### config.mk
export PLATFORM = sky130hd
export DESIGN_NAME = fbuf_cycle_seq
export DESIGN_NICKNAME = d
export VERILOG_FILES = /design/src/rtl/fbseq_pkg.sv /design/src/rtl/fbseq_phase.sv /design/src/rtl/fbseq_arbiter.sv /design/src/rtl/fbseq_rfsh_cnt.sv /design/src/rtl/fbuf_cycle_seq.sv
export SDC_FILE = /design/constraint.sdc
export NUM_CORES = 1
export LEC_CHECK = 0
export BUFFER_PORTS_ARGS = -buffer_cell sky130_fd_sc_hd__clkbuf_2
export CORE_MARGIN = 1
export CORE_UTILIZATION = 25
export DETAILED_ROUTE_END_ITERATION = 10
export PLACE_DENSITY = 0.6
export RECOVER_POWER = 50
export SLEW_MARGIN = 20
export SYNTH_ARGS = -nofsm -noshare
export SYNTH_HDL_FRONTEND = slang
export SYNTH_SLANG_ARGS = --single-unit
### constraint.sdc
create_clock -name clk -period 1.85 [get_ports clk]
set_clock_uncertainty 0.15 [all_clocks]
set_input_delay 0.37 -clock clk [delete_from_list [all_inputs] [get_ports clk]]
set_output_delay 0.37 -clock clk [all_outputs]
set_load 0.05 [all_outputs]
### src/rtl/fbseq_pkg.sv
`timescale 1ns/1ps
package fbseq_pkg;

   typedef enum logic [2:0] {
      OWN_IDLE = 3'd0,
      OWN_DISP = 3'd1,
      OWN_WIN  = 3'd2,
      OWN_DRAW = 3'd3,
      OWN_RFSH = 3'd4
   } owner_e;

   localparam logic [1:0] MODE_SINGLE = 2'd0;
   localparam logic [1:0] MODE_INTLV  = 2'd1;
   localparam logic [1:0] MODE_SUPER  = 2'd2;

endpackage

### src/rtl/fbseq_phase.sv
`timescale 1ns/1ps
module fbseq_phase (
   input  logic       clk,
   input  logic       rst_n,
   input  logic [1:0] mode_i,
   output logic       addr_ph_o,
   output logic       nxt_addr_o,
   output logic       nxt_hi_o
);
   import fbseq_pkg::*;

   logic [1:0] ph_q;
   logic [1:0] ph_d;

   always_comb begin
      if (mode_i == MODE_SINGLE) ph_d = {1'b0, ~ph_q[0]};
      else                       ph_d = ph_q + 2'd1;
   end

   always_ff @(posedge clk or negedge rst_n) begin
      if (!rst_n) ph_q <= 2'd3;
      else        ph_q <= ph_d;
   end

   assign addr_ph_o  = ~ph_q[0];
   assign nxt_addr_o = ~ph_d[0];
   assign nxt_hi_o   = ph_d[1];

   AST_ADDR_THEN_DATA: assert property (@(posedge clk) disable iff (!rst_n)
      (!ph_q[0]) |=> ph_q[0]);
endmodule

### src/rtl/fbseq_arbiter.sv
`timescale 1ns/1ps
module fbseq_arbiter #(
   parameter bit SUPER_EN = 1'b1
) (
   input  logic              [1:0] mode_i,
   input  logic                    second_half_i,
   input  logic                    rfsh_force_i,
   input  logic                    draw_pri_i,
   input  logic                    hblank_i,
   input  logic                    vblank_i,
   input  logic                    disp_req_i,
   input  logic                    win_req_i,
   input  logic                    drw_req_i,
   output fbseq_pkg::owner_e       own_o
);
   import fbseq_pkg::*;

   logic win_ok;
   logic single;

   generate
      if (SUPER_EN) begin : g_super
         assign win_ok = (mode_i == MODE_SUPER);
      end else begin : g_nosuper
         assign win_ok = 1'b0;
      end
   endgenerate

   assign single = (mode_i == MODE_SINGLE);

   always_comb begin
      own_o = OWN_IDLE;
      if (rfsh_force_i) begin
         own_o = OWN_RFSH;
      end else if (single) begin
         if (drw_req_i && (draw_pri_i || hblank_i || vblank_i)) own_o = OWN_DRAW;
         else if (disp_req_i)                                   own_o = OWN_DISP;
      end else if (!second_half_i) begin
         if (disp_req_i) own_o = OWN_DISP;
      end else if (win_ok && win_req_i) begin
         own_o = OWN_WIN;
      end else if (drw_req_i) begin
         own_o = OWN_DRAW;
      end
   end
endmodule

### src/rtl/fbseq_rfsh_cnt.sv
`timescale 1ns/1ps
module fbseq_rfsh_cnt #(
   parameter int RCNT_W = 8
) (
   input  logic              clk,
   input  logic              rst_n,
   input  logic              step_i,
   output logic [RCNT_W-1:0] cnt_o
);
   localparam logic [RCNT_W-1:0] ONE = {{(RCNT_W-1){1'b0}}, 1'b1};

   always_ff @(posedge clk or negedge rst_n) begin
      if (!rst_n)      cnt_o <= '0;
      else if (step_i) cnt_o <= cnt_o - ONE;
   end

   AST_RFSH_STEP: assert property (@(posedge clk) disable iff (!rst_n)
      step_i |=> (cnt_o == $past(cnt_o) - ONE));
   AST_RFSH_HOLD: assert property (@(posedge clk) disable iff (!rst_n)
      !step_i |=> $stable(cnt_o));
endmodule

### src/rtl/fbuf_cycle_seq.sv
`timescale 1ns/1ps
module fbuf_cycle_seq #(
   parameter int ADDR_W   = 20,
   parameter int DATA_W   = 16,
   parameter int RCNT_W   = 8,
   parameter bit SUPER_EN = 1'b1
) (
   input  logic              clk,
   input  logic              rst_n,
   input  logic              start_i,
   input  logic [1:0]        mode_i,
   input  logic              draw_pri_i,
   input  logic              hblank_i,
   input  logic              vblank_i,
   input  logic              hsync_n_i,
   input  logic              disp_req_i,
   input  logic [ADDR_W-1:0] disp_addr_i,
   input  logic              win_req_i,
   input  logic [ADDR_W-1:0] win_addr_i,
   input  logic              drw_req_i,
   input  logic              drw_we_i,
   input  logic [ADDR_W-1:0] drw_addr_i,
   input  logic [DATA_W-1:0] drw_wdata_i,
   output logic              drw_gnt_o,
   output logic              drw_done_o,
   output logic [ADDR_W-1:0] mem_ad_o,
   output logic              mem_as_o,
   output logic              mem_draw_o,
   output logic              mem_rd_o,
   output logic              mem_cyc_o,
   output logic              hsync_n_o
);
   import fbseq_pkg::*;

   localparam int RPAD_W = ADDR_W - RCNT_W;
   localparam int DPAD_W = ADDR_W - DATA_W;

   initial begin
      assert (RCNT_W >= 1 && RCNT_W <= ADDR_W) else $fatal(1, "refresh counter wider than bus");
      assert (DATA_W >= 1 && DATA_W <= ADDR_W) else $fatal(1, "write data wider than bus");
   end

   logic              addr_ph;
   logic              nxt_addr;
   logic              nxt_hi;
   logic              rfsh_force;
   owner_e            own_nxt;
   owner_e            own_q;
   logic              we_q;
   logic [ADDR_W-1:0] addr_q;
   logic [ADDR_W-1:0] addr_d;
   logic [ADDR_W-1:0] wdata_q;
   logic [ADDR_W-1:0] wdata_ext;
   logic [ADDR_W-1:0] rfsh_ext;
   logic [RCNT_W-1:0] rcnt;
   logic              step;

   fbseq_phase u_phase (
      .clk        (clk),
      .rst_n      (rst_n),
      .mode_i     (mode_i),
      .addr_ph_o  (addr_ph),
      .nxt_addr_o (nxt_addr),
      .nxt_hi_o   (nxt_hi)
   );

   assign rfsh_force = !start_i || !hsync_n_i;

   fbseq_arbiter #(.SUPER_EN(SUPER_EN)) u_arb (
      .mode_i        (mode_i),
      .second_half_i (nxt_hi),
      .rfsh_force_i  (rfsh_force),
      .draw_pri_i    (draw_pri_i),
      .hblank_i      (hblank_i),
      .vblank_i      (vblank_i),
      .disp_req_i    (disp_req_i),
      .win_req_i     (win_req_i),
      .drw_req_i     (drw_req_i),
      .own_o         (own_nxt)
   );

   assign step = nxt_addr && (own_nxt != OWN_IDLE);

   fbseq_rfsh_cnt #(.RCNT_W(RCNT_W)) u_rcnt (
      .clk    (clk),
      .rst_n  (rst_n),
      .step_i (step),
      .cnt_o  (rcnt)
   );

   generate
      if (RPAD_W > 0) begin : g_rpad
         assign rfsh_ext = {{RPAD_W{1'b0}}, rcnt};
      end else begin : g_rnopad
         assign rfsh_ext = rcnt;
      end
      if (DPAD_W > 0) begin : g_dpad
         assign wdata_ext = {{DPAD_W{1'b0}}, drw_wdata_i};
      end else begin : g_dnopad
         assign wdata_ext = drw_wdata_i;
      end
   endgenerate

   always_comb begin
      case (own_nxt)
         OWN_DISP: addr_d = disp_addr_i;
         OWN_WIN:  addr_d = win_addr_i;
         OWN_DRAW: addr_d = drw_addr_i;
         OWN_RFSH: addr_d = rfsh_ext;
         default:  addr_d = '0;
      endcase
   end

   always_ff @(posedge clk or negedge rst_n) begin
      if (!rst_n) begin
         own_q   <= OWN_IDLE;
         addr_q  <= '0;
         wdata_q <= '0;
         we_q    <= 1'b0;
      end else if (nxt_addr) begin
         own_q   <= own_nxt;
         addr_q  <= addr_d;
         wdata_q <= wdata_ext;
         we_q    <= drw_we_i;
      end
   end

   logic busy;
   logic drw_wr;
   assign busy   = (own_q != OWN_IDLE);
   assign drw_wr = (own_q == OWN_DRAW) && we_q;

   assign mem_cyc_o  = addr_ph;
   assign mem_as_o   = addr_ph && busy;
   assign mem_draw_o = (own_q == OWN_DRAW);
   assign mem_rd_o   = !addr_ph && busy && (own_q != OWN_RFSH) && !drw_wr;
   assign drw_gnt_o  = addr_ph && (own_q == OWN_DRAW);
   assign drw_done_o = !addr_ph && (own_q == OWN_DRAW);
   assign hsync_n_o  = start_i && hsync_n_i;

   always_comb begin
      if (addr_ph && busy)      mem_ad_o = addr_q;
      else if (!addr_ph && drw_wr) mem_ad_o = wdata_q;
      else                      mem_ad_o = '0;
   end

   AST_ONE_CLK_STROBE: assert property (@(posedge clk) disable iff (!rst_n)
      mem_as_o |=> !mem_as_o);
   AST_DISP_PRI_BLANK: assert property (@(posedge clk) disable iff (!rst_n)
      (mem_as_o && mem_draw_o && $past(mode_i) == MODE_SINGLE)
         |-> $past(draw_pri_i || hblank_i || vblank_i));
   AST_RFSH_NO_DRAW: assert property (@(posedge clk) disable iff (!rst_n)
      (mem_as_o && (!$past(start_i) || !$past(hsync_n_i))) |-> (!mem_draw_o && !drw_gnt_o));
   AST_GNT_THEN_DONE: assert property (@(posedge clk) disable iff (!rst_n)
      drw_gnt_o |=> drw_done_o);
   AST_WRITE_NOT_READ: assert property (@(posedge clk) disable iff (!rst_n)
      (drw_done_o && $past(drw_we_i)) |-> !mem_rd_o);
endmodule

==> out/qor.csv <==
metric;value;unit
synth_top_area_share;43.8;%
fin_crit;2.23;ns
netlist_area;0.00275;mm2
cap_violations;0;
synth_async_sr_flop_share;100;%
holdPathStages;3;
cts_tree;done;
synth_top_cell_by_area;dfrtp_1;
dr.first_iter.drc_count;86;
p_leak;2.28;nW
clk-insertion-delay-late;0.30;ns
num_vias;2634;
gr-total-overflow;0;
die_area;0.0114;mm2
power_frac_comb;31.1;%
viasPerCell;4.89;
internal_power;2.15;mW
clock_path_buffers;2;
rsz0062_at_grt;yes;
syn_nets;334;
numCtsBuffers;5;
hold_class;in2reg;
start_util;26.2;%
required;1.33;ns
power_frac_seq;47.8;%
cp-end-kind;output port;
wl;9.22;mm
grt_usage;16.3;%
firstDrtPassIters;4;
hold_slack;0.147;ns
synth_most_common_cell;dfrtp_1;
netlist_instances;244;
p_total;3.20;mW
synthToLayoutAreaGrowth;78.5;%
setup_viol;56;
io_pins;116;
ys.flop_type;dfrtp_1;
power_frac_clock;21.1;%
worstSetupStartpointType;flip-flop;
hold_viol_final;0;
grt_pass1_vias;2766;
rows;37;
clock.fmax;0.449;GHz
timing_worst_setup_path_type;reg2out;
drive_above_1_share;64.8;%
postRouteAntennaNets;0;
drc;0;
num-nets-final;492;
htreeDepth;2;
gp_congestion;0.773;
relSlewSlack;49.9;%
cts.clk_slew.worst_paths;0.10;ns
synth.area.top_cells;dfrtp_1 44%, mux2_2 7.0%, mux2i_1 6.9%, a22o_1 5.1%, a22oi_1 3.3%;
hpwl;6.40;mm
ys_ff_latch;50;
arrival;1.71;ns
violations;negative setup slack;
ir_drop;0.352;mV
worst_r2r_path_depth;8;
port_buffers;115;
timing.final.ws_setup;-0.378;ns
ys_seq_area_share;45.7;%
die_h;107;um
core_area;0.0105;mm2
grt_first_pass_wirelength;14.3;mm
tightestPinTransition;0.751;ns
wire_per_inst;17.1;um
ys_top_cells_by_count;48 x dfrtp_1, 19 x mux2i_1, 17 x mux2_2;
finalCritPeriodShare;120;%
slew_viol_final;0;
outcome;finished, violations left;
die_w;107;um
synth-edff-count;0;
antenna_found_initial;0;
clock_sinks;50;
worstPathMaxFanout;8;
grt_max_degree;29;
clock-root-buffer;clkbuf_8;
power_switching;1.05;mW
power_density;652;mW/mm2
antenna_cells;0;
synth_cell_types;48;
swShare;32.9;%
yosys_warnings;0;
syn_area_per_cell;11.3;um2
## layer usage
layer	GRT usage, %	wire length, um	vias to the layer above
met5	0	0	-
met4	3.42	91	0
met3	3.28	465	8
met2	28.6	4620	79
met1	20.7	4040	1311
li1	-	-	1236
## sequential cells by signal, summed over array words and instances, names as in the netlist
register      flops
own_q             3
wdata_q          16
we_q              1
u_rcnt.cnt_o      8
u_phase.ph_q      2
addr_q           20
## power groups by stage
stage / registers [mW] / logic, mW / clock network (mW)
finish: 1.53 / 0.993 / 0.674
global route: 1.55 / 1.07 / 0.759
CTS: 1.51 / 0.929 / 0.698
detailed placement: 1.50 / 0.833 / 0
global placement: 1.51 / 0.809 / 0
floorplan: 1.44 / 0.531 / 0
## critical path, stage by stage, from the launching register on
cell and delay (ns):
dfrtp_1 0.43, nand2_1 0.13, nor3_4 0.20, and2_4 0.21, clkbuf_16 0.18, a22o_4 0.13
buf_12 0.13
## cell usage in the layout, fill, tap and decap left out, drive strengths merged, types with 2 or more instances in the layout
cell	synthesis	final
a21oi	8	8
a221oi	2	2
a22o	16	16
a22oi	12	12
and2	5	5
and3	6	6
and4	2	2
buf	7	62
clkbuf	9	109
dfrtp	48	48
dfstp	2	2
inv	8	8
mux2	17	17
mux2i	19	19
nand2	13	13
nand3	5	6
nor2	7	7
nor3	7	7
nor4	2	2
o211ai	2	2
o21ai	17	17
o221ai	7	7
xnor2	6	6
xor2	3	3
## cell families (layout without fill, tap and decap cells)
group                    after synthesis  after routing  share of synthesized area [%]
flip-flops                            50             50                           45.7
multiplexers                          36             36                           13.9
adder cells (fa/ha/maj)                1              1                          0.456
buffers and inverters                 24            182                           4.69
AO/OA/AOI/OAI                         72             72                           20.9
AND/OR/NAND/NOR                       52             53                           11.3
XOR/XNOR                               9              9                           3.15
## repair_timing
action	4_1_cts	5_1_grt
buffers inserted	9	6
pin swaps	7	13
gates cloned	3	1
hold buffers	1	0
endpoints found under the hold margin	48	0
resized for setup	76	27
setup endpoints to repair	56	56
## final timing paths
| check | from | endpoint | slack [ns] |
|---|---|---|---|
| hold / removal | disp_addr_i[11] | addr_q[11] | 0.15 |
| min in group asynchronous | rst_n | addr_q[12] | 0.57 |
| hold reg to reg | u_rcnt.cnt_o[7] | u_rcnt.cnt_o[7] | 0.35 |
| max in group asynchronous | rst_n | u_rcnt.cnt_o[3] | 0.43 |
| setup / recovery | own_q[1] | mem_ad_o[1] | -0.38 |
| setup reg to reg | u_phase.ph_q[0] | addr_q[12] | -0.25 |
## through the flow
step | instances | TNS (ns) | utilization, % | worst slack (ns) | instance area (um2)
finish | 539 | -13.02 | 46.8 | -0.378 | 4900
global placement | 516 | -9.09 | 39.5 | -0.251 | 4130
detailed placement | 516 | -9.74 | 39.5 | -0.264 | 4130
global route | 539 | -16.98 | 46.8 | -0.435 | 4900
CTS | 537 | -15.38 | 45.9 | -0.378 | 4800
floorplan | 244 | -8.27 | - | -0.416 | 2990
## area by class of cell
cell class	instances	area, um2
tap	136	170
timing repair buffer	166	1570
sequential	50	1250
clock inverter	2	12.5
inverter	8	32.5
clock buffer	6	82.6
fill	985	5560
multi-input combinational	171	1780
(Power assumes the default switching activity.)
